--- src/rtl/chan_start_pkg.sv ---
package chan_start_pkg;

  typedef enum logic [1:0] {
    SEL_HOLDOFF = 2'd0,
    SEL_QUAL    = 2'd1,
    SEL_SLEEP   = 2'd2,
    SEL_CFG     = 2'd3
  } reg_sel_e;

  localparam int unsigned QUAL_SW_BIT = 0;

endpackage

--- src/rtl/sync_rise_det.sv ---
module sync_rise_det #(
  parameter int unsigned STAGES = 2
) (
  input  logic clk,
  input  logic rst_n,
  input  logic async_in,
  output logic rise
);

  logic [STAGES-1:0] sh_q;
  logic [STAGES-1:0] sh_d;
  logic              prev_q;
  logic              prev_d;

  always_comb begin
    sh_d   = {sh_q[STAGES-2:0], async_in};
    prev_d = sh_q[STAGES-1];
  end

  always_ff @(posedge clk or negedge rst_n) begin
    if (!rst_n) begin
      sh_q   <= '0;
      prev_q <= 1'b0;
    end else begin
      sh_q   <= sh_d;
      prev_q <= prev_d;
    end
  end

  assign rise = sh_q[STAGES-1] & ~prev_q;


  rise_single_chk: assert property (@(posedge clk) disable iff (!rst_n)
    rise |=> !rise);

endmodule

--- src/rtl/start_ctrl_regs.sv ---
module start_ctrl_regs
  import chan_start_pkg::*;
#(
  parameter int unsigned DATA_W   = 16,
  parameter int unsigned CNT_W    = 16,
  parameter int unsigned CFG_W    = 16,
  parameter int unsigned NUM_PINS = 4,
  localparam int unsigned QUAL_W  = NUM_PINS + 1
) (
  input  logic              clk,
  input  logic              rst_n,
  input  logic              wr_en,
  input  logic [1:0]        wr_sel,
  input  logic [DATA_W-1:0] wr_data,
  output logic [CNT_W-1:0]  holdoff_q,
  output logic [QUAL_W-1:0] qual_q,
  output logic [CFG_W-1:0]  shadow_q,
  output logic              sleep_set,
  output logic              sleep_clr
);

  logic [CNT_W-1:0]  holdoff_d;
  logic [QUAL_W-1:0] qual_d;
  logic [CFG_W-1:0]  shadow_d;
  reg_sel_e          sel;

  always_comb begin
    sel       = reg_sel_e'(wr_sel);
    holdoff_d = holdoff_q;
    qual_d    = qual_q;
    shadow_d  = shadow_q;
    sleep_set = 1'b0;
    sleep_clr = 1'b0;
    if (wr_en) begin
      unique case (sel)
        SEL_HOLDOFF: holdoff_d = wr_data[CNT_W-1:0];
        SEL_QUAL:    qual_d    = wr_data[QUAL_W-1:0];
        SEL_SLEEP: begin
          sleep_set = wr_data[0];
          sleep_clr = ~wr_data[0];
        end
        SEL_CFG:     shadow_d  = wr_data[CFG_W-1:0];
        default: ;
      endcase
    end
  end

  always_ff @(posedge clk or negedge rst_n) begin
    if (!rst_n) begin
      holdoff_q <= '0;
      qual_q    <= '0;
      shadow_q  <= '0;
    end else begin
      holdoff_q <= holdoff_d;
      qual_q    <= qual_d;
      shadow_q  <= shadow_d;
    end
  end


  holdoff_write_chk: assert property (@(posedge clk) disable iff (!rst_n)
    (wr_en && wr_sel == 2'd0) |=> holdoff_q == $past(wr_data[CNT_W-1:0]));

endmodule

--- src/rtl/holdoff_counter.sv ---
module holdoff_counter #(
  parameter int unsigned CNT_W = 16
) (
  input  logic             clk,
  input  logic             rst_n,
  input  logic             load,
  input  logic             abort,
  input  logic [CNT_W-1:0] preload,
  output logic             expire
);

  localparam logic [CNT_W-1:0] ONE = CNT_W'(1);

  logic [CNT_W-1:0] cnt_q, cnt_d;
  logic             run_q, run_d;

  always_comb begin
    cnt_d = cnt_q;
    run_d = run_q;
    if (abort) begin
      cnt_d = '0;
      run_d = 1'b0;
    end else if (load) begin
      if (preload == '0) begin
        cnt_d = '0;
        run_d = 1'b0;
      end else begin
        cnt_d = preload;
        run_d = 1'b1;
      end
    end else if (run_q) begin
      if (cnt_q == ONE) begin
        cnt_d = '0;
        run_d = 1'b0;
      end else begin
        cnt_d = cnt_q - ONE;
      end
    end
  end

  always_ff @(posedge clk or negedge rst_n) begin
    if (!rst_n) begin
      cnt_q <= '0;
      run_q <= 1'b0;
    end else begin
      cnt_q <= cnt_d;
      run_q <= run_d;
    end
  end

  assign expire = run_q && (cnt_q == ONE) && !load && !abort;


  no_zero_run_chk: assert property (@(posedge clk) disable iff (!rst_n)
    run_q |-> cnt_q != '0);


  count_step_chk: assert property (@(posedge clk) disable iff (!rst_n)
    (run_q && cnt_q > ONE && !load && !abort) |=>
      (run_q && cnt_q == CNT_W'($past(cnt_q) - ONE)));


  zero_preload_chk: assert property (@(posedge clk) disable iff (!rst_n)
    (load && !abort && preload == '0) |=> !run_q);


  reload_chk: assert property (@(posedge clk) disable iff (!rst_n)
    (load && !abort && preload != '0) |=> (run_q && cnt_q == $past(preload)));

endmodule

--- src/rtl/chan_start_seq.sv ---
module chan_start_seq
  import chan_start_pkg::*;
#(
  parameter int unsigned DATA_W      = 16,
  parameter int unsigned CNT_W       = 16,
  parameter int unsigned CFG_W       = 16,
  parameter int unsigned NUM_PINS    = 4,
  parameter int unsigned SYNC_STAGES = 2
) (
  input  logic                clk,
  input  logic                rst_n,
  input  logic                sw_sync,
  input  logic [NUM_PINS-1:0] sync_pin,
  input  logic                wr_en,
  input  logic [1:0]          wr_sel,
  input  logic [DATA_W-1:0]   wr_data,
  output logic                awake,
  output logic                init_stb,
  output logic [CFG_W-1:0]    cfg_active
);

  localparam int unsigned QUAL_W = NUM_PINS + 1;

  logic [CNT_W-1:0]    holdoff_q;
  logic [QUAL_W-1:0]   qual_q;
  logic [CFG_W-1:0]    shadow_q;
  logic                sleep_set;
  logic                sleep_clr;
  logic [NUM_PINS-1:0] pin_rise;
  logic                sw_trig;
  logic                pin_trig;
  logic                start_trig;
  logic                cnt_load;
  logic                expire;

  logic                awake_q, awake_d;
  logic                init_q, init_d;
  logic [CFG_W-1:0]    cfg_act_q, cfg_act_d;

  start_ctrl_regs #(
    .DATA_W   (DATA_W),
    .CNT_W    (CNT_W),
    .CFG_W    (CFG_W),
    .NUM_PINS (NUM_PINS)
  ) u_regs (
    .clk       (clk),
    .rst_n     (rst_n),
    .wr_en     (wr_en),
    .wr_sel    (wr_sel),
    .wr_data   (wr_data),
    .holdoff_q (holdoff_q),
    .qual_q    (qual_q),
    .shadow_q  (shadow_q),
    .sleep_set (sleep_set),
    .sleep_clr (sleep_clr)
  );

  for (genvar g = 0; g < NUM_PINS; g++) begin : g_pin
    sync_rise_det #(
      .STAGES (SYNC_STAGES)
    ) u_det (
      .clk      (clk),
      .rst_n    (rst_n),
      .async_in (sync_pin[g]),
      .rise     (pin_rise[g])
    );
  end

  always_comb begin
    sw_trig    = sw_sync & qual_q[QUAL_SW_BIT];
    pin_trig   = |(pin_rise & qual_q[QUAL_W-1:1]);
    start_trig = sw_trig | pin_trig | sleep_clr;
    cnt_load   = start_trig & ~sleep_set;
  end

  holdoff_counter #(
    .CNT_W (CNT_W)
  ) u_cnt (
    .clk     (clk),
    .rst_n   (rst_n),
    .load    (cnt_load),
    .abort   (sleep_set),
    .preload (holdoff_q),
    .expire  (expire)
  );

  always_comb begin
    awake_d   = awake_q;
    init_d    = 1'b0;
    cfg_act_d = cfg_act_q;
    if (sleep_set) begin
      awake_d = 1'b0;
    end else if (expire) begin
      awake_d   = 1'b1;
      init_d    = 1'b1;
      cfg_act_d = shadow_q;
    end
  end

  always_ff @(posedge clk or negedge rst_n) begin
    if (!rst_n) begin
      awake_q   <= 1'b0;
      init_q    <= 1'b0;
      cfg_act_q <= '0;
    end else begin
      awake_q   <= awake_d;
      init_q    <= init_d;
      cfg_act_q <= cfg_act_d;
    end
  end

  assign awake      = awake_q;
  assign init_stb   = init_q;
  assign cfg_active = cfg_act_q;


  sleep_forces_chk: assert property (@(posedge clk) disable iff (!rst_n)
    sleep_set |=> (!awake_q && !init_q));


  init_one_shot_chk: assert property (@(posedge clk) disable iff (!rst_n)
    init_q |=> !init_q);


  init_awake_chk: assert property (@(posedge clk) disable iff (!rst_n)
    init_q |-> awake_q);


  cfg_hold_chk: assert property (@(posedge clk) disable iff (!rst_n)
    !init_q |-> $stable(cfg_act_q));


  sw_masked_chk: assert property (@(posedge clk) disable iff (!rst_n)
    (!qual_q[QUAL_SW_BIT] && !pin_trig && !sleep_clr && !expire) |=> !init_q);

endmodule

--- config.mk ---
export PLATFORM = sky130hd
export DESIGN_NAME = chan_start_seq
export DESIGN_NICKNAME = d
export VERILOG_FILES = /design/src/rtl/chan_start_pkg.sv /design/src/rtl/sync_rise_det.sv /design/src/rtl/start_ctrl_regs.sv /design/src/rtl/holdoff_counter.sv /design/src/rtl/chan_start_seq.sv
export SDC_FILE = /design/constraint.sdc
export NUM_CORES = 1
export LEC_CHECK = 0
export CORE_ASPECT_RATIO = 0.8
export CORE_MARGIN = 5
export CORE_UTILIZATION = 40
export CTS_CLUSTER_DIAMETER = 80
export DETAILED_ROUTE_END_ITERATION = 6
export DONT_BUFFER_PORTS = 1
export GPL_TIMING_DRIVEN = 0
export PLACE_DENSITY_LB_ADDON = 0.1
export SKIP_LAST_GASP = 1
export SLEW_MARGIN = 20
export SYNTH_ARGS = -nofsm -noshare
export SYNTH_HDL_FRONTEND = slang
export SYNTH_HIERARCHICAL = 1
export SYNTH_SLANG_ARGS = --single-unit
--- constraint.sdc ---
create_clock -name clk -period 2.6 [get_ports clk]
set_input_delay 0.52 -clock clk [delete_from_list [all_inputs] [get_ports clk]]
set_output_delay 0.52 -clock clk [all_outputs]
set_load 0.01 [all_outputs]
==> metrics.cfg, run 1 <==
[status]
status = finished clean

[timing]
min_period_ps = 2510
hold_ws_ps = 80.3
skew_ps = 7.19
slew_viol_final = 0
max_clock_freq_ghz = 0.398
fin_ws_ps = 90.6
slew_headroom = 0.489
fin_tns_setup_ps = 0
hold_viol_final = 0
worst_pin_slew_ps = 760
setup_viol = 0
post-route-period-util = 0.965

[setup_path]
end_kind = register
rr_startpoint = u_cnt/cnt_q[6]
critPathBufInv = 2
r2r_slack_ps = 90
path_max_fanout = 10
reg2reg_to = cfg_active[0]
reg2reg_depth = 8
cp-start-kind = register
required_ps = 2810
path_class = register to register
worstPathArrival_ps = 2720
critPathSlowestCell = or3_1
crit_chain = or3_1 -> nor3_2 -> nand4_1 -> nor2_2 -> nor2b_2 -> buf_6 -> buf_12 -> mux2_4
slowest_delay_ps = 440
cp_top_family = simple AND/OR/NAND/NOR gates

[hold_path]
holdCritPathClass = primary input to async pin

[drt]
vias_per_cell = 5.65
first_pass_iters = 4
wl_per_cell_um = 20.2
postRouteAntennaNets = 0
via_count = 2346
routed_wl_um = 8400
wirelength_met1_um = 4030
drtIter0Drc = 195
drc = 0
routed.top_layer = met4
routed-wl-met2_um = 3680
route.met3.wl_um = 620

[logic_synthesis]
syn_nets = 310
synth_edf_count = 0
ys_seq_elements = 84
async_flop_share = 1.00
yosysSeqAreaShare = 0.566
ys_types = 58
yosys_warnings = 6
syn_area_um2 = 3720
synthCells = 282
ys.flop_type = dfrtp_1
syn_area_per_cell_um2 = 13.2

[die]
die_h_um = 96.2
io_pins = 44
chipWidth_um = 118
start_util = 0.409
core-area_um2 = 9080
placementRows = 31
die-area_um2 = 11300

[clock_network]
root_buffer = clkbuf_16
clock_latency_ps = 330
cts.reportedPaths.clkPinSlew_ps = 60
cts_max_level = 3
cts_tree = yes
clock_path_buffers = 2
cts.sinks = 84
numCtsBuffers = 9

[power_and_ir_drop]
irDropWorstVdd_mv = 0.566
p_sw_frac = 0.303
p_int_mw = 2.70
power.density_nw_per_um2 = 914
power.switching_mw = 1.18
clkPwrFrac = 0.326
p_comb_frac = 0.200
power_mw = 3.88
p_leak_nw = 1.79
p_seq_frac = 0.474

[global_routing]
grt-ovfl-total = 0
grt_max_degree = 85
grtUsageTotal = 0.156
grt_pass1_wl_um = 13500
antenna_found_initial = 0
grt_pass1_vias = 2429

[cells_and_area]
drive_gt1_frac = 0.317
fin_area_um2 = 4240
antennaDiodeCount = 0
post-route-util = 0.467
n_fill_cell = 845
layout.cells.non_filler = 415
synthToLayoutAreaGrowth_pct = 14.2
nNetsFinal = 324
regArea_um2 = 2100
multi_input_area_um2 = 1570

[place]
place_inst = 397
gp_congestion = 0.875
dp_hpwl_um = 5800
io_buffers = 0
dp_slack_ps = -213
place_area_um2 = 3860

[flow_run]
maxCapViolations = 0

[cell type report]
cell class / count / share of cell area
flip-flops and latches: 84 / 0.495
multi-input cells: 184 / 0.369
clock buffers: 10 / 0.0563
well taps: 115 / 0.0339
plain buffers: 10 / 0.0174
clock inverters: 5 / 0.0142
repair buffers: 3 / 0.0100
inverters: 4 / 0.00354
[power groups by stage]
stage               clock network, mW  registers (mW)  logic [mW]
floorplan                           0            1.75       0.585
global placement                    0            1.83       0.719
detailed placement                  0            1.84       0.713
CTS                              1.31            1.82       0.751
global route                     1.38            1.88       0.845
finish                           1.26            1.84       0.775
[synthesized netlist by cell type (4+ instances only)]
cell      count  area (µm²)
dfrtp_1      84        2100
mux2_2       45         507
nand2_1      16        60.1
nor2_1       10        37.5
mux2_4        9         135
a21oi_1       8        40.0
nor3_1        8        40.0
nor4_1        8        50.1
o22ai_1       5        31.3
a32oi_1       4        35.0
clkbuf_1      4        15.0
inv_1         4        15.0
nor2b_4       4        55.1
nor3b_1       4        30.0
or3_1         4        25.0
[registers in the layout (all words and copies together), names as in the netlist, 4 cells and up]
register	cells
cfg_active	16
u_cnt/cnt_q	16
u_regs/holdoff_q	16
u_regs/shadow_q	16
g_pin.u_det/sh_q	8
u_regs/qual_q	5
g_pin.u_det/prev_q	4
[placed cells by master, fill, tap and decap left out, drive strengths merged, types with 6 or more instances in the layout]
cell and instances:
dfrtp 84, mux2 54, nand2 16, clkbuf 14
nor2 10, nor4 9, buf 9, a21oi 8
nor3 8, nor2b 8, inv 6
[routing by layer]
metal,track usage,up-vias
li1,-,1089
met1,0.219,1168
met2,0.226,83
met3,0.0599,6
met4,0.0401,0
met5,0,-
[worst max-delay path by stage]
stage,end,depth (start not counted),startpoint
detailed placement,cfg_active[0],8,u_cnt/cnt_q[6]
CTS,u_cnt/cnt_q[0],9,g_pin[2].u_det/prev_q
floorplan,cfg_active[0],8,u_cnt/cnt_q[6]
global route,cfg_active[0],8,u_cnt/cnt_q[6]
global placement,cfg_active[4],8,u_cnt/cnt_q[6]
finish,cfg_active[0],8,u_cnt/cnt_q[6]
[repair_timing]
action                     4_1_cts  5_1_grt
setup endpoints to repair       16       20
gates resized for setup          1        6
hold buffers                     1        0
setup buffers                    1        1
pin swaps                        1        1
hold endpoints to repair        84        0
[cells by family (layout without fill, tap and decap cells)]
| family | after synthesis | count (layout) | share of synthesized area |
|---|---|---|---|
| and+or+nand+nor | 79 | 79 | 0.137 |
| buffers and inverters | 14 | 32 | 0.0239 |
| AOI/OAI and AO/OA | 47 | 47 | 0.0892 |
| DFF | 84 | 84 | 0.566 |
| muxes | 54 | 54 | 0.173 |
| adders and majority gates | 2 | 2 | 0.00673 |
| xor gates and xnor gates | 2 | 2 | 0.00471 |
[worst register-to-register path, delay by kind of cell (launching register included)]
family | cells | cell delay [ps]
muxes | 1 | 320
and+or+nand+nor | 5 | 1280
DFF | 1 | 430
buffers and inverters | 2 | 350
No activity file was read; power rests on OpenSTA's default activity.
==> run 2, diff against run 1 <==
- CELL_PAD_IN_SITES_DETAIL_PLACEMENT: unset -> 1
- CELL_PAD_IN_SITES_GLOBAL_PLACEMENT: unset -> 1
==> run 2 against run 1 <==
Net effect:
- sequential power about the same
- cell area grew 0.29%
- critical path depth did not move
- maximum frequency rose by 2.8%
- clock skew up 1.7 ps
- hold slack got worse by 3.9 ps
- sequential cell count unchanged
- total power increased by 1.8%
- register-to-register slack improved by 70 ps
- non-clock buffer count unchanged
- via count increased by 2.2%
- critical path type unchanged
- largest cell class unchanged
- largest power group unchanged
- highest routed layer unchanged
==> metrics.cfg, run 2 (synthesis results as in run 1) <==
[status]
status = finished clean

[setup_path]
cp-start-kind = register
rr_startpoint = u_cnt/cnt_q[6]
r2r_slack_ps = 160  ; +70 ps
reg2reg_to = cfg_active[2]
reg2reg_depth = 8  ; unchanged
required_ps = 2820  ; about the same
end_kind = register
path_class = register to register
path_max_fanout = 10  ; unchanged
worstPathArrival_ps = 2660  ; -60 ps

[hold_path]
holdCritPathClass = primary input to async pin

[clock_network]
clock_latency_ps = 340  ; about the same
clock_path_buffers = 2  ; unchanged
cts_tree = yes
root_buffer = clkbuf_16
cts.reportedPaths.clkPinSlew_ps = 70  ; about the same
cts_max_level = 3  ; unchanged
cts.sinks = 84  ; unchanged
numCtsBuffers = 9  ; unchanged

[drt]
first_pass_iters = 4  ; unchanged
wl_per_cell_um = 21.8  ; +7.8%
via_count = 2397  ; +2.2%
drtIter0Drc = 156  ; -20%
vias_per_cell = 5.76  ; +1.9%
drc = 0  ; unchanged
routed_wl_um = 9080  ; +8.1%
postRouteAntennaNets = 0  ; unchanged

[timing]
setup_viol = 0  ; unchanged
fin_tns_setup_ps = 0  ; unchanged
skew_ps = 8.86  ; +1.67 ps
max_clock_freq_ghz = 0.410  ; +2.8%
rsz0062_at_grt = no
hold_viol_final = 0  ; unchanged
slew_headroom = 0.463  ; -0.0269
hold_ws_ps = 76.5  ; -3.87 ps
slew_viol_final = 0  ; unchanged
post-route-period-util = 0.939  ; -0.0260
worst_pin_slew_ps = 800  ; +40.0 ps
min_period_ps = 2440  ; -67.6 ps
fin_ws_ps = 158  ; +67.6 ps

[cells_and_area]
final_common_cell = dfrtp_1
final_cell_mix = dfrtp_1, mux2_2, nand2_1
antennaDiodeCount = 0  ; unchanged
post-route-util = 0.469  ; +0.00138
drive_gt1_frac = 0.322  ; +0.00559
synthToLayoutAreaGrowth_pct = 14.5
n_fill_cell = 937  ; +11%
nNetsFinal = 324  ; unchanged

[die]
chipWidth_um = 118  ; unchanged
die_h_um = 96.2  ; unchanged
start_util = 0.409  ; unchanged
core-area_um2 = 9080  ; unchanged
placementRows = 31  ; unchanged
io_pins = 44  ; unchanged
die-area_um2 = 11300  ; unchanged

[power_and_ir_drop]
power.density_nw_per_um2 = 928  ; +1.5%
irDropWorstVdd_mv = 0.450  ; -21%
p_leak_nw = 1.79  ; about the same

[flow_run]
maxCapViolations = 0  ; unchanged

[global_routing]
grt-ovfl-total = 0  ; unchanged
grt_pass1_wl_um = 14700  ; +8.6%
grt_max_degree = 85  ; unchanged
grt_pass1_vias = 2528  ; +4.1%
grtUsageTotal = 0.169  ; +0.0131
antenna_found_initial = 0  ; unchanged

[place]
dp_slack_ps = -238  ; -25.5 ps
gp_congestion = 0.819  ; -6.4%
dp_hpwl_um = 6330  ; +9.1%
io_buffers = 0  ; unchanged

-- run 2: cell count changes in the layout (fill, tap and decap cells not counted), sizes merged --
cell	change
clkinvlp	+1
clkinv	+1
clkbuf	-1
-- run 2: where the power goes --
group / internal, mW / total [mW] / leakage [nW] / switching, mW
Combinational: 0.387 / 0.802 / 0.611 / 0.415
Clock: 0.751 / 1.30 / 0.144 / 0.547
Sequential: 1.55 / 1.85 / 1.04 / 0.294
Total: 2.69 / 3.95 / 1.79 / 1.26
-- run 2: per-layer routing --
metal / global-route usage / vias to the layer above / share of wire
li1: - / 1083 / -
met1: 0.243 / 1239 / 0.48
met2: 0.245 / 71 / 0.44
met3: 0.0529 / 4 / 0.073
met4: 0.0487 / 0 / 0.0057
met5: 0 / - / 0
-- run 2: area by class of cell --
| cell class | count | area [µm²] | area share |
|---|---|---|---|
| Clock inverter | 7 | 75.1 | 0.0176 |
| Tap cell | 115 | 144 | 0.0338 |
| Sequential cell | 84 | 2100 | 0.494 |
| Buffer | 10 | 73.8 | 0.0173 |
| Inverter | 4 | 15.0 | 0.00353 |
| Clock buffer | 9 | 225 | 0.0529 |
| Multi-Input combinational cell | 184 | 1580 | 0.371 |
| Timing Repair Buffer | 3 | 42.5 | 0.0100 |
-- run 2: through the flow --
| step | area [µm²] | cells | total power, mW |
|---|---|---|---|
| 3_3_place_gp | 3860 | 397 | 2.55 |
| 6_report | 4260 | 416 | 3.95 |
| 5_1_grt | 4260 | 416 | 4.17 |
| 2_1_floorplan | 3720 | 282 | 2.34 |
| 4_1_cts | 4210 | 415 | 3.94 |
| 3_5_place_dp | 3860 | 397 | 2.57 |
-- run 2: how the worst max path moves through the flow --
| stage | from | end | slack [ps] |
|---|---|---|---|
| floorplan | u_cnt/cnt_q[6] | cfg_active[0] | 320 |
| global placement | wr_data[0] | u_cnt/cnt_q[0] | -240 |
| detailed placement | u_cnt/cnt_q[6] | cfg_active[2] | -240 |
| CTS | g_pin[2].u_det/sh_q[1] | cfg_active[2] | 40 |
| global route | u_cnt/cnt_q[6] | cfg_active[2] | 20 |
| finish | u_cnt/cnt_q[6] | cfg_active[2] | 160 |
-- run 2: worst max-delay path, cell delays in order (launching register included) --
cell and delay (ps):
dfrtp_1 430, or3_4 430, nor3_4 190, nand4_1 250, nor2_2 210, nor2b_2 170
buf_6 160, buf_12 160, mux2_4 300
-- run 2: timing repair --
item / CTS / global route
gates resized for setup: 2 / 7
setup buffers: 1 / 1
pin swaps: 1 / 1
setup endpoints to repair: 17 / 17
hold endpoints to repair: 84 / 0
hold buffers: 1 / 0
==> run 3, diff against run 2 <==
- HOLD_SLACK_MARGIN: unset -> 0.02
- TNS_END_PERCENT: unset -> 1
==> results of run 3 <==
No change in the layout: final DEF, timing and power equal those of run 2.
